`config.mk`:
```
export PLATFORM = sky130hd
export DESIGN_NAME = mant_reduce
export DESIGN_NICKNAME = d
export VERILOG_FILES = /design/src/rtl/mr_pkg.sv /design/src/rtl/mr_sticky.sv /design/src/rtl/mr_method.sv /design/src/rtl/mant_reduce.sv
export SDC_FILE = /design/constraint.sdc
export NUM_CORES = 1
export LEC_CHECK = 0
export ABC_AREA = 0
export BUFFER_PORTS_ARGS = -buffer_cell sky130_fd_sc_hd__buf_2
export CAP_MARGIN = 20
export CORE_MARGIN = 2
export CORE_UTILIZATION = 45
export DETAILED_ROUTE_END_ITERATION = 12
export PLACE_DENSITY = 0.85
export SYNTH_ARGS = -nofsm -noshare
export SYNTH_HDL_FRONTEND = slang
export SYNTH_SLANG_ARGS = --single-unit
```
`constraint.sdc`:
```
create_clock -name vclk -period 2.2
set_input_delay 0.11 -clock vclk [all_inputs]
set_output_delay 0.11 -clock vclk [all_outputs]
set_load 0.02 [all_outputs]
```
`src/rtl/mr_pkg.sv`:
```
package mr_pkg;
  typedef enum logic [1:0] {
    MR_CHOP = 2'b00,
    MR_JAM  = 2'b01,
    MR_RND  = 2'b10,
    MR_RSVD = 2'b11
  } mr_mode_e;
endpackage

```
`src/rtl/mr_sticky.sv`:
```
// Folds an arbitrary-width shifted-out vector into the sticky bit.
module mr_sticky #(
  parameter int TW = 8
) (
  input  logic [TW-1:0] tail_in,
  input  logic          low_bit,
  output logic          sticky
);
  logic tail_any;

  generate
    if (TW == 1) begin : g_single
      assign tail_any = tail_in[0];
    end else begin : g_wide
      assign tail_any = |tail_in;
    end
  endgenerate

  assign sticky = low_bit | tail_any;

  always_comb begin
    if (tail_any) p_tail_sets_sticky_r7: assert (sticky);
  end
endmodule

```
`src/rtl/mr_method.sv`:
```
// Applies the selected reduction method to the retained field.
module mr_method
  import mr_pkg::*;
#(
  parameter int W = 24
) (
  input  logic [W-1:0] field,
  input  logic         g_hi,
  input  logic         g_lo,
  input  logic         sticky,
  input  mr_mode_e     mode,
  output logic [W-1:0] res,
  output logic         cout
);
  localparam logic [W-1:0] ONE_HOT_MSB = {1'b1, {(W-1){1'b0}}};
  localparam logic [W-1:0] ALL_ONES    = {W{1'b1}};

  // Named internal events, brought out for the checks.
  logic any_lost;
  logic rnd_inc;
  logic rnd_ovf;

  function automatic logic [W:0] f_chop(input logic [W-1:0] f);
    return {1'b0, f};
  endfunction

  function automatic logic [W:0] f_jam(input logic [W-1:0] f, input logic lost);
    logic [W-1:0] v;
    v = f;
    if (lost) v[0] = 1'b1;
    return {1'b0, v};
  endfunction

  function automatic logic [W:0] f_round(input logic [W-1:0] f, input logic inc);
    logic [W:0] s;
    s = {1'b0, f} + {{W{1'b0}}, inc};
    if (s[W]) return {1'b1, s[W:1]};
    return s;
  endfunction

  assign any_lost = g_hi | g_lo | sticky;
  assign rnd_inc  = (mode == MR_RND) & g_hi;
  assign rnd_ovf  = rnd_inc & (field == ALL_ONES);

  always_comb begin
    case (mode)
      MR_JAM:  {cout, res} = f_jam(field, any_lost);
      MR_RND:  {cout, res} = f_round(field, g_hi);
      default: {cout, res} = f_chop(field);
    endcase
  end

  always_comb begin
    if (mode == MR_CHOP || mode == MR_RSVD) begin
      p_chop_pass_r1: assert (res == field && !cout);
    end
    if (mode == MR_JAM && any_lost) begin
      p_jam_lsb_r2: assert (res[0] && res[W-1:1] == field[W-1:1] && !cout);
    end
    if (mode == MR_JAM && !any_lost) begin
      p_jam_clean_r2: assert (res == field);
    end
    if (mode == MR_RND && !g_hi) begin
      p_round_hold_r3: assert (res == field && !cout);
    end
    if (rnd_ovf) begin
      p_ovf_pattern_r4: assert (cout && res == ONE_HOT_MSB);
    end
    if (cout) begin
      p_cout_round_only_r5: assert (rnd_inc && field == ALL_ONES);
    end
  end
endmodule

```
`src/rtl/mant_reduce.sv`:
```
module mant_reduce
  import mr_pkg::*;
#(
  parameter int W  = 24,
  parameter int TW = 8
) (
  input  logic [W+2:0]  ext_in,
  input  logic [TW-1:0] tail_in,
  input  logic [1:0]    mode_sel,
  output logic [W-1:0]  mant_out,
  output logic          inc_carry
);
  localparam int FIELD_LSB = 3;
  localparam int GHI_POS   = 2;
  localparam int GLO_POS   = 1;
  localparam int STK_POS   = 0;

  logic [W-1:0] field;
  logic         g_hi;
  logic         g_lo;
  logic         sticky;
  mr_mode_e     mode;

  // fixed positions within the extended mantissa.
  assign field = ext_in[W+2:FIELD_LSB];
  assign g_hi  = ext_in[GHI_POS];
  assign g_lo  = ext_in[GLO_POS];
  assign mode  = mr_mode_e'(mode_sel);

  mr_sticky #(.TW(TW)) u_sticky (
    .tail_in (tail_in),
    .low_bit (ext_in[STK_POS]),
    .sticky  (sticky)
  );

  mr_method #(.W(W)) u_method (
    .field  (field),
    .g_hi   (g_hi),
    .g_lo   (g_lo),
    .sticky (sticky),
    .mode   (mode),
    .res    (mant_out),
    .cout   (inc_carry)
  );

  always_comb begin
    if (mode_sel == 2'b11) begin
      p_rsvd_as_chop_r6: assert (mant_out == ext_in[W+2:FIELD_LSB] && !inc_carry);
    end
  end
endmodule

```
* Yosys cells after proc, flatten, opt, wreduce, memory -nomap -nowiden
Index checks and enable logic that the tools add are counted.
Widths: inputs -> output; s select.
** Operators by class
- $add $sub $neg :: 1
- $mul :: 0
- Div/mod/pow operators :: 0
- $lt $le $gt $ge :: 0
- Equality and inequality tests :: 2
- Shift operators :: 0
- Multiplexer cells :: 7
- Bitwise operators :: 3
- Reductions and logical operators :: 1
** Operator list (count)
- $mux 25 :: 2
- $pmux 24 s2 :: 1
- $add 24x1->25 :: 1
- $reduce_or 8->1 :: 1
- $mux 1 :: 4
- $or 1x1->1 :: 3
- $eq 2x1->1 const B :: 1
- $eq 2x2->1 const B :: 1
** Storage, ports and cells
- Flip-flop bits (word level) :: 0
- Latch bits :: 0
- Bits in writable memories :: 0
- Bits in read-only memories :: 0
- Input bits :: 37
- Output and inout port bits :: 25
- Memories :: 0

* Depth between registers and ports, before layout
- Depth after elaboration :: 5
- Depth in mapped cells :: 8
- Mapped depth without buffers :: 7

* Modules after synthesis
Synthesis repeated with hierarchy kept, for this count alone.
** Second synthesis, totals
- Cell total of the unflattened synthesis :: 158
- Area, all modules :: 973.4 sq um
** Modules (own cells, without submodules)
- mr_method :: instances 1, cells an instance 154, area each 953.4 sq um
- mr_sticky :: instances 1, cells an instance 4, area each 20.0 sq um

* Worst setup path after synthesis
No wires, ideal clock.
- Kind :: input-to-output
- Start point :: input ext_in[2]
- End point :: output mant_out[15]
- Data arrival time :: 1.918 ns
- Setup slack :: 0.172 ns
- Cell stages on the path :: 8
- Buffers on the path :: 1
- Cell sequence :: ha_1 > ha_1 > nand4_1 > nor4_4 > a21oi_1 > buf_2 > a31oi_1 > a31oi_1
** Between the ends
- Cells in the longest elaborated chain, start to end :: 5
- Elaborated cells on any way between the ends :: 6
- Classes of those cells :: add/sub (1); mux (5)
** Ends and longest elaborated chain
- from (decl) :: line mant_reduce.sv:7 : input logic [W+2:0] ext_in,
- $add 24x1->25 (*) :: line mr_method.sv:36 : s = {1'b0, f} + {{W{1'b0}}, inc};
- $mux 1 :: line mr_method.sv:37 : if (s[W]) return {1'b1, s[W:1]};
- $mux 1 :: line mr_method.sv:46 : case (mode)
- $mux 25 (*) :: line mr_method.sv:38 : return s;
- $pmux 24 s2 (*) :: line mr_method.sv:46
- to (decl) :: line mant_reduce.sv:10 : output logic [W-1:0] mant_out,
Every way passes the cells marked *; elsewhere a longest branch is shown, timed or not. The select of a mux whose other input is x is not followed.

* Worst setup path after layout
- Start point :: input ext_in[2]
- End point :: output mant_out[4]
Same word-level chain as after synthesis.

==> summary.md <==
| Metric | Value |
|---|---|
| RSZ-0062 raised after global routing | no |
| Mapped Avg Cell Area | 5.74 µm² |
| Global-route wire length before repair | 5520 µm |
| Slew @ Worst Pin | 0.614 ns |
| Hold_buf cts | 0 |
| Status | complete, no violations |
| Post-route insts no fill | around 260 |
| Worst path required time | around 2.1 ns |
| Pwr/cell area | 204 mW/mm² |
| Post-route cell area | 0.00135 mm² |
| Final Max Slew Viols | 0 |
| DP Area | about 0.0013 mm² |
| Vias | approximately 1,500 |
| Layout area overhead | 41.2% |
| Gpl congestion | a little under 0.9 |
| Antenna cells | 0 |
| # IOs | a little over 60 |
| Period minus WS final | between 2 and 2.5 ns |
| Register area | 0 µm² |
| Die W | between 50 and 60 µm |
| Drt wl/cell | about 12 µm |
| Top post-synthesis cells by count | nand2_1, o21ai_0, a31oi_1 |
| Post-synth top area cell | o21ai_0 |
| Register area share after synthesis | 0% |
| Starting Density | between 40% and 50% |
| Worst-path maximum fanout | 4 |
| Worst VDD drop | ~0.15 mV |
| Syn_nets | roughly 210 |
| IO Port Bufs | 62 |
| Core box area | just under 0.002 mm² |
| Seq cells | 0 |
| Syn. warnings | 0 |
| Vias in the first global route | between 1,000 and 1,500 |
| GRT Overall Usage | about a quarter |
| Worst slew margin | about three fifths |
| Fraction of layout cells with a size suffix above 1 | between 30% and 40% |
| Synth Instances | 166 |
| Post-Syn Area | 953 µm² |
| Largest net degree at the start of global routing | 19 |
| Power consumption | about 270 µW |
| Initial antenna violation count | 0 |
| Post-CTS Setup Bufs | 0 |
| Routed wire length | 3200 µm |
| CP startpoint kind | input port |
| Inst Count DP | between 200 and 300 |
| Final hold vios | 0 |
| Final HPWL DP | 2580 µm |
| Critical Path AT | ~1.9 ns |
| Die Area | 0.00250 mm² |
| Final setup violation count | 0 |
| 1st-iter DRT viols | between 40 and 50 |
| Setup TNS | 0 ns |
| Die H | ~50 µm |
| Drt first pass iters | 4 |
| Largest cells by area after synthesis | o21ai_0, nand2_1, a31oi_1 |
| Num rows | 16 |
| Fmax achieved | between 400 and 500 MHz |
| Worst Hold Class | input port to output pin |
| Worst Setup Path Type | input port to output pin |
| Count of cell types in the netlist | 34 |
| Clock buffer cells | 0 |
| Fin nets | roughly 280 |
| Post-synth top area share | between 10% and 20% |
| Maxcap violations | 0 |
| Congestion Overflow GR | 0 |
| Vias per inst | around 6.0 |
| # resized after CTS | 0 |
| Filler cell count | 196 |
| Count leader, synth | nand2_1 |
| Period Utilization, post-route | roughly 92% |
| Post-route ant nets | 0 |
| Drt drc | 0 |
| LEAKAGE | 0.000630 µW |
| Nature of the critical path endpoint | output pin |
## layout by cell type (no fill, tap or decap), drive strengths merged, types with 4 or more instances in the layout
cell   count
o21ai     27
ha         5
nor3       8
nor4      10
nand3      7
nand4      7
nand2     28
inv        8
a31oi     13
and3       4
buf       73
a21oi     12
nor2       7
## metal layers
metal	up-vias	part of all wire [%]	track usage, %
met2	75	48	48.7
li1	773	-	-
met3	0	9.1	1.52
met5	-	0	0
met4	0	0	0
met1	688	43	35.5
## kinds of logic (layout without fill, tap and decap cells)
| group | Yosys count | count (layout) | share of synthesized area (%) |
|---|---|---|---|
| simple gates | 80 | 80 | 45.9 |
| compound gates | 62 | 62 | 37.9 |
| buf+inv | 16 | 81 | 6.69 |
| fa+ha+maj | 5 | 5 | 6.56 |
| xor+xnor | 2 | 2 | 1.84 |
| mux | 1 | 1 | 1.05 |
## final cells by class
cell class	instances	area, µm²	share of cell area [%]
inverter	8	30.0	2.23
multi-input combinational	150	890	66.1
tap	27	33.8	2.51
timing repair buffer	73	393	29.2
## path summary, 6_finish.rpt
| kind | from | cells after the start | end |
|---|---|---|---|
| max | ext_in[2] | 10 | mant_out[4] |
| min | ext_in[18] | 3 | mant_out[15] |
## power by group
part | internal, µW | switching (µW)
Combinational | 101 | 174
Clock | 0 | 0
Sequential | 0 | 0
## critical path, cell delays in order
cell	delay (ns)
buf_2	0.10
ha_1	0.18
ha_1	0.21
nand4_1	0.13
or4_4	0.46
a211oi_2	0.20
buf_4	0.16
o21ai_0	0.08
o21ai_0	0.11
buf_2	0.18
## stage by stage
stage	utilization (%)	setup slack, ns	hold slack [ns]
2_1_floorplan	-	0.172	0.386
3_3_place_gp	67.9	0.230	0.535
3_5_place_dp	67.9	0.184	0.529
4_1_cts	67.9	0.174	0.529
5_1_grt	67.9	0.0310	0.564
6_report	67.9	0.169	0.529
Note: power is estimated with default switching activity, not from simulation.
